===== config.mk =====
export PLATFORM = sky130hd
export DESIGN_NAME = jcu_top
export DESIGN_NICKNAME = d
export VERILOG_FILES = /design/src/rtl/jcu_pkg.sv /design/src/rtl/jcu_decode.sv /design/src/rtl/jcu_operand.sv /design/src/rtl/jcu_compare.sv /design/src/rtl/jcu_target.sv /design/src/rtl/jcu_top.sv
export SDC_FILE = /design/constraint.sdc
export NUM_CORES = 1
export LEC_CHECK = 0
export ABC_AREA = 1
export BUFFER_PORTS_ARGS = -buffer_cell sky130_fd_sc_hd__buf_4
export CAP_MARGIN = 20
export CELL_PAD_IN_SITES_DETAIL_PLACEMENT = 0
export CELL_PAD_IN_SITES_GLOBAL_PLACEMENT = 1
export CORE_MARGIN = 3
export CORE_UTILIZATION = 35
export DETAILED_ROUTE_END_ITERATION = 8
export HOLD_SLACK_MARGIN = 0.08
export PLACE_DENSITY_LB_ADDON = 0.25
export SYNTH_ARGS = -nofsm -noshare
export SYNTH_HDL_FRONTEND = slang
export SYNTH_SLANG_ARGS = --single-unit
export TNS_END_PERCENT = 50

===== constraint.sdc =====
create_clock -name clk -period 3.95 [get_ports clk]
set_input_delay 0.395 -clock clk [delete_from_list [all_inputs] [get_ports clk]]
set_output_delay 0.395 -clock clk [all_outputs]
set_load 0.02 [all_outputs]

===== src/rtl/jcu_pkg.sv =====
package jcu_pkg;
   localparam int OP_W = 8;

   typedef enum logic [3:0] {
      C_ALWAYS, C_EQ, C_NE, C_SET,
      C_UGT, C_UGE, C_ULT, C_ULE,
      C_SGT, C_SGE, C_SLT, C_SLE,
      C_NEVER
   } cond_e;
endpackage


===== src/rtl/jcu_decode.sv =====
module jcu_decode
   import jcu_pkg::*;
(
   input  logic [OP_W-1:0] op,
   output cond_e           cond,
   output logic            use_reg,
   output logic            bad
);
   logic is_jmp;

   always_comb begin
      is_jmp  = (op[2:0] == 3'b101);
      use_reg = op[3];
      cond    = C_NEVER;
      if (is_jmp) begin
         unique case (op[7:4])
            4'h0: cond = op[3] ? C_NEVER : C_ALWAYS;
            4'h1: cond = C_EQ;
            4'h2: cond = C_UGT;
            4'h3: cond = C_UGE;
            4'h4: cond = C_SET;
            4'h5: cond = C_NE;
            4'h6: cond = C_SGT;
            4'h7: cond = C_SGE;
            4'hA: cond = C_ULT;
            4'hB: cond = C_ULE;
            4'hC: cond = C_SLT;
            4'hD: cond = C_SLE;
            default: cond = C_NEVER;
         endcase
      end
      bad = (cond == C_NEVER);
   end
endmodule


===== src/rtl/jcu_operand.sv =====
module jcu_operand #(
   parameter int DATA_W = 64,
   parameter int IMM_W  = 32
) (
   input  logic [DATA_W-1:0] src,
   input  logic [IMM_W-1:0]  imm,
   input  logic              use_reg,
   output logic [DATA_W-1:0] rhs
);
   logic [DATA_W-1:0] imm_ext;

   generate
      if (IMM_W > DATA_W) begin : g_bad
         $error("jcu_operand: IMM_W wider than DATA_W");
      end else if (IMM_W == DATA_W) begin : g_same
         assign imm_ext = imm;
      end else begin : g_ext
         assign imm_ext = {{(DATA_W-IMM_W){imm[IMM_W-1]}}, imm};
      end
   endgenerate

   assign rhs = use_reg ? src : imm_ext;
endmodule


===== src/rtl/jcu_compare.sv =====
module jcu_compare
   import jcu_pkg::*;
#(
   parameter int DATA_W = 64
) (
   input  logic [DATA_W-1:0] lhs,
   input  logic [DATA_W-1:0] rhs,
   input  cond_e             cond,
   output logic              hit
);
   logic eq, ult, slt, any;

   always_comb begin
      eq  = (lhs == rhs);
      ult = (lhs < rhs);
      slt = ($signed(lhs) < $signed(rhs));
      any = |(lhs & rhs);
      unique case (cond)
         C_ALWAYS: hit = 1'b1;
         C_EQ:     hit = eq;
         C_NE:     hit = !eq;
         C_SET:    hit = any;
         C_UGT:    hit = !ult && !eq;
         C_UGE:    hit = !ult;
         C_ULT:    hit = ult;
         C_ULE:    hit = ult || eq;
         C_SGT:    hit = !slt && !eq;
         C_SGE:    hit = !slt;
         C_SLT:    hit = slt;
         C_SLE:    hit = slt || eq;
         default:  hit = 1'b0;
      endcase
   end
endmodule


===== src/rtl/jcu_target.sv =====
module jcu_target #(
   parameter int PC_W  = 32,
   parameter int OFF_W = 16
) (
   input  logic [PC_W-1:0]  pc,
   input  logic [OFF_W-1:0] off,
   input  logic             take,
   output logic [PC_W-1:0]  nxt
);
   localparam int PAD = PC_W - OFF_W;

   logic [PC_W-1:0] off_ext;
   logic [PC_W-1:0] seq;

   generate
      if (PC_W < OFF_W) begin : g_bad
         $error("jcu_target: PC_W narrower than OFF_W");
      end else if (PAD == 0) begin : g_same
         assign off_ext = off;
      end else begin : g_ext
         assign off_ext = {{PAD{off[OFF_W-1]}}, off};
      end
   endgenerate

   assign seq = pc + PC_W'(1);
   assign nxt = take ? seq + off_ext : seq;
endmodule


===== src/rtl/jcu_top.sv =====
module jcu_top
   import jcu_pkg::*;
#(
   parameter int DATA_W = 64,
   parameter int IMM_W  = 32,
   parameter int OFF_W  = 16,
   parameter int PC_W   = 32
) (
   input  logic              clk,
   input  logic              rst_n,
   input  logic [7:0]        op_i,
   input  logic [DATA_W-1:0] dst_i,
   input  logic [DATA_W-1:0] src_i,
   input  logic [IMM_W-1:0]  imm_i,
   input  logic [OFF_W-1:0]  off_i,
   input  logic [PC_W-1:0]   pc_i,
   output logic              taken_o,
   output logic [PC_W-1:0]   next_pc_o,
   output logic              illegal_o
);
   generate
      if (DATA_W < 2) begin : g_chk_data
         $error("jcu_top: DATA_W too small");
      end
   endgenerate

   cond_e             cond;
   logic              use_reg, bad, hit;
   logic [DATA_W-1:0] rhs;
   logic [PC_W-1:0]   nxt;
   logic              q_live;

   jcu_decode u_dec (.op(op_i), .cond(cond), .use_reg(use_reg), .bad(bad));

   jcu_operand #(.DATA_W(DATA_W), .IMM_W(IMM_W)) u_opd (
      .src(src_i), .imm(imm_i), .use_reg(use_reg), .rhs(rhs));

   jcu_compare #(.DATA_W(DATA_W)) u_cmp (
      .lhs(dst_i), .rhs(rhs), .cond(cond), .hit(hit));

   jcu_target #(.PC_W(PC_W), .OFF_W(OFF_W)) u_tgt (
      .pc(pc_i), .off(off_i), .take(hit), .nxt(nxt));

   always_ff @(posedge clk) begin
      if (!rst_n) begin
         taken_o   <= 1'b0;
         illegal_o <= 1'b0;
         next_pc_o <= '0;
         q_live    <= 1'b0;
      end else begin
         taken_o   <= hit;
         illegal_o <= bad;
         next_pc_o <= nxt;
         q_live    <= 1'b1;
      end
   end

   // outputs stay cleared until a sampled instruction reaches them
   a_r1_reset_clear: assert property (@(posedge clk)
      !q_live |-> (!taken_o && !illegal_o && next_pc_o == '0));

   // unconditional jump always taken
   a_r2_always_taken: assert property (@(posedge clk) disable iff (!rst_n)
      (q_live && $past(op_i) == 8'h05) |-> (taken_o && !illegal_o));

   // bit-test with register source not taken on disjoint bits
   a_r4_set_disjoint: assert property (@(posedge clk) disable iff (!rst_n)
      (q_live && $past(op_i) == 8'h4d && ($past(dst_i) & $past(src_i)) == '0)
      |-> !taken_o);

   // sequential index when not taken
   a_r7_fallthrough: assert property (@(posedge clk) disable iff (!rst_n)
      (q_live && !taken_o) |-> next_pc_o == $past(pc_i) + PC_W'(1));

   // displaced index when taken
   a_r7_displaced: assert property (@(posedge clk) disable iff (!rst_n)
      (q_live && taken_o) |->
      next_pc_o == $past(pc_i) + PC_W'(1) + PC_W'($signed($past(off_i))));

   // illegal opcode never redirects
   a_r8_illegal_idle: assert property (@(posedge clk) disable iff (!rst_n)
      illegal_o |-> !taken_o);
endmodule


# Yosys cells after proc, flatten, opt, wreduce, memory -nomap -nowiden
# Index checks and enable logic that the tools add are counted.
[word_totals]
in_bits = 218
register_bits = 34
[op_classes]
mux = 6
eq_ne = 25
n_reduce_logical = 10
bitwise_logic = 1
order_cmp = 2
add_sub_neg = 2
[op_table]
columns = ["operator", "n"]
rows = [
  ["$lt A64 B64 Y1", 2],
  ["$and A64 B64 Y64", 1],
  ["$eq A64 B64 Y1", 1],
  ["$mux W64", 1],
  ["$reduce_or A64 Y1", 1],
  ["$pmux W4 S12", 1],
  ["$eq A4 B4 Y1 const B", 9],
  ["$add A32 B1 Y32 const B", 1],
  ["$add A32 B32 Y32", 1],
  ["$eq A4 B3 Y1 const B", 8],
  ["$mux W32", 1],
  ["$eq A4 B2 Y1 const B", 4],
  ["$pmux W1 S12", 1],
  ["$eq A4 B1 Y1 const B", 2],
  ["$logic_not A4 Y1", 2],
  ["$mux W4", 2],
  ["$eq A3 B3 Y1 const B", 1],
  ["$logic_not A1 Y1", 3],
  ["$logic_and A1 B1 Y1", 2],
  ["$logic_or A1 B1 Y1", 2],
]

# Depth between registers and ports, before layout
[logic_depth]
depth_word = 6
ltp_mapped = 28
mapped_depth_nobuf = 25

# Cells and area by module
# Synthesis repeated with hierarchy kept, for this count alone.
[unflattened]
cells_unflattened = 1387
area_unflattened_um2 = 8141.6
[by_module_without_submodules]
columns = ["module", "cells_per_inst", "area_each_um2", "n_inst"]
rows = [
  ["jcu_target", 650, 3383.2, 1],
  ["jcu_compare", 428, 2934.1, 1],
  ["jcu_top", 106, 977.2, 1],
  ["jcu_operand", 174, 700.7, 1],
  ["jcu_decode", 29, 146.4, 1],
]

# Worst setup path after synthesis
# OpenSTA, ideal clock, no wires.
[synth_path]
path_type = "input to register"
start = "input pc_i[0]"
end = "register next_pc_o[29]"
setup_ns = 0.132
path_slack_ns = 0.738
required_time_ns = 3.818
arrival_time_ns = 3.079
cell_stages = 21
n_path_buf = 0
cell_sequence = "ha_1 > nand3_1 > nor2_1 > nand2_1 > nor3_2 > nand2_1 > nor3_1 > nand3_1 > xor2_1 > inv_1 > ha_1 > a21oi_1 > o21ai_0 > a21oi_1 > nor2_1 > a2111oi_0 > nand2_1 > nand2_1 > nand2_1 > nand2_1 > a21oi_1"
[synth_via]
elab_chain_cells = 3
[synth_lines]
columns = ["item", "line", "rtl"]
rows = [
  ["start, declared", "jcu_top.sv:16", "input logic [PC_W-1:0] pc_i,"],
  ["$add A32 B1 Y32 (*)", "jcu_target.sv:25", "assign seq = pc + PC_W'(1);"],
  ["$add A32 B32 Y32", "jcu_target.sv:26", "assign nxt = take ? seq + off_ext : seq;"],
  ["$mux W32 (*)", "jcu_target.sv:26", ""],
  ["end signal, assigned", "jcu_top.sv:53", "next_pc_o <= nxt;"],
  ["end, declared", "jcu_top.sv:18", "output logic [PC_W-1:0] next_pc_o,"],
]
# Mark *: on every way between the ends. The rest lies on a longest branch, timed or not.
# A chain may end at the register's enable or synchronous reset.

# Worst setup path in the final report
[layout_path]
start = "input pc_i[6]"
end = "register next_pc_o[26]"
# The elaborated chain is that of the path after synthesis.

==> flow_summary_export.csv <==
group,metric,value,unit
die,initial_core_util,0.359,
sta,hold_violations,0,
setup_path,endpoint,"next_pc_o[26]",
sta,report.final.slew_viol_count,0,
grt,antenna_found_initial,0,
cts,clkSinkCount,34,
grt,grt_pass1_vias,8071,
sta,fmax,288,MHz
die,num_rows,52,
die,dieArea,22600,um2
cts,cts_tree,"built",
finish,finish.utilization,0.472,
yosys,async_reset_ff_frac,0,
power_and_ir_drop,power.total,1.77,mW
setup_path,startpoint,"pc_i[6]",
sta,rsz0062_at_grt,"false",
yosys,yosys.area_share.adder,0.277,
yosys,yosys.cell_types.count,41,
yosys,synth_fp_nets,1540,
sta,period_minus_slack,3.47,ns
power_and_ir_drop,leakagePower,5.32,nW
grt,grt_max_degree,42,
finish,diodes,0,
yosys,ys.flop_type,"dfxtp_1",
place,dp_hpwl,20700,um
place,place_ws,0.190,ns
drt,drc,0,
yosys,synth_edf_count,0,
setup_path,worstSetupPathType,"primary input to flop",
setup_path,cp.required,4.15,ns
die,core,20400,um2
power_and_ir_drop,vdd_drop_max,0.000124,V
die,die_x,150,um
finish,area_growth,31.6,%
place,dp_cells,1670,
die,ioPinCount,252,
grt,track_usage,0.207,
yosys,yosysWarnings,0,
yosys,synth.top_cell.area_share,0.274,
run_status,run_status,"finished, final reports clean",
cts,hold_buffers,0,
grt,overflow,0,
finish,n_fill_cell,2154,
place,placed_cell_area,9470,um2
cts,cts_setup_buffers,0,
setup_path,worst_ep_arrival_time,3.66,ns
sta,fin_ws,0.480,ns
yosys,synth_top_family_by_area,"simple AND/OR/NAND/NOR gates",
setup_path,worstSetupEndpointType,"flop",
cts,cts-resized-gates,0,
run,cap_violations,0,
power_and_ir_drop,power_density,184,nW/um2
min_path,hold_class,"primary input to flop",
setup_path,cp_max_fo,6,
drt,drt-pass1-iter-count,7,
drt,drt_wl_total,24000,um
grt,grt_pass1_wl,38200,um
yosys,synth_compound_area_frac,0.160,
sta,max-slew-margin-rel,0.435,
drt,viasPerCell,4.79,
drt,antenna_left,0,
drt,drt_iter0_markers,254,
finish,stdcell_count,1677,
drt,wl_per_cell,14.3,um
finish,layout.nets,1786,
yosys,ys_ff_latch,34,
yosys,synthSimpleGateAreaFrac,0.297,
yosys,synth.yosys.seq_area_share,0.0932,
yosys,synth_area_leaders,"ha_1 (27%), nand2_1 (12%), dfxtp_1 (9.3%)",
place,gp_congestion,0.973,
yosys,synth_top_cell_by_area,"ha_1",
die,dieHeight,150,um
cts,cts_buffers,5,
setup_path,crit_path_start_kind,"primary input",
sta,setup_violations,0,
yosys,muxShareOfSynthArea,0,
place,portBuffers,251,
sta,finalCritPeriodShare,0.878,
sta,hold_slack,0.430,ns
cts,root_buffer,"clkbuf_16",
yosys,synthCells,1161,
cts,clk_pin_slew,0.06,ns
sta,finalSetupTns,0,ns
finish,stdcell_area,9610,um2
cts,clk_path_buf_depth,2,
drt,vias,8030,
cts,htreeDepth,2,
sta,worst_pin_slew,0.846,ns
yosys,netlist_area,7300,um2
yosys,synth_xor_area_frac,0.0624,
yosys,avgSynthCellArea,6.29,um2
finish,drive_above_1_share,0.222,
[layout make-up]
type	count	area, um2	share of cell area
multi-input combinational	929	5810	0.605
timing repair buffer	264	1990	0.208
sequential	34	681	0.0708
inverter	173	649	0.0676
tap	270	338	0.0352
clock buffer	5	125	0.0130
clock inverter	2	10.0	0.00104
[worst min path at each step]
stage	slack [ns]	cells past startpoint	from	end
final	0.43	4	pc_i[0]	next_pc_o[0]
after global routing	0.47	3	rst_n	next_pc_o[3]
after CTS	0.43	4	pc_i[0]	next_pc_o[0]
after detailed placement	0.73	4	pc_i[0]	next_pc_o[0]
after global placement	0.73	4	pc_i[0]	next_pc_o[0]
after floorplan	0.59	2	rst_n	next_pc_o[0]
[routing by layer]
metal  share of wire  track usage  routed length [um]  vias up
li1                -            -                   -     4257
met1            0.41        0.238                9820     3519
met2            0.51        0.398               12200      225
met3           0.062       0.0292                1490       29
met4           0.019       0.0499                 459        0
met5               0            0                   0        -
[sequential cells by signal, summed over array words and instances (netlist names)]
signal and flops:
taken_o 1, next_pc_o 32, illegal_o 1
[worst max-delay path, cell delays in order]
cell	delay [ns]
buf_4	0.08
inv_1	0.09
nor4_2	0.33
nand2_1	0.20
nor2_4	0.17
nand3_1	0.10
inv_1	0.10
nand4_1	0.16
nor2_1	0.16
xor2_1	0.23
ha_1	0.34
a21oi_1	0.19
inv_1	0.07
a21oi_1	0.10
o21ai_0	0.15
a21oi_1	0.13
o21ai_0	0.14
a21oi_1	0.19
xnor2_1	0.13
nand2_1	0.07
a21oi_1	0.14
[cells in the mapped netlist (all sizes together) (12+ instances only)]
cell / n
nor2: 119
ha: 160
inv: 173
buf: 13
xor2: 40
o21ai: 58
dfxtp: 34
xnor2: 12
or2: 30
nand2: 237
nand4: 19
clkbuf: 12
nor3: 24
nand3: 59
a21oi: 132
[where the power goes]
group	internal (mW)	switching (mW)	leakage [nW]
logic	0.453	0.559	4.97
registers	0.369	0.00713	0.283
clock network	0.228	0.155	0.0694
[cells by family after synthesis]
| family | count (synthesis) |
|---|---|
| and+or+nand+nor | 499 |
| AOI/OAI and AO/OA | 217 |
| buffers and inverters | 198 |
| adders and majority gates | 161 |
| xor gates and xnor gates | 52 |
| DFF | 34 |
[placed cells by master, fill, tap and decap left out, types with 5 or more instances in the layout]
cell,synthesis,final
buf_4,2,263
nor2_1,118,118
a21o_1,7,7
nand2_1,236,236
o21ai_0,55,55
clkbuf_16,0,5
xor2_1,40,40
nand4_1,19,19
o21bai_1,7,7
nand3_1,58,58
nor3_1,22,22
xnor2_1,12,12
ha_1,160,160
inv_1,173,173
dfxtp_1,34,34
or2_2,30,30
nor4_1,6,6
o21a_1,5,5
a21oi_1,129,129
No activity file was read; power rests on OpenSTA's default activity.
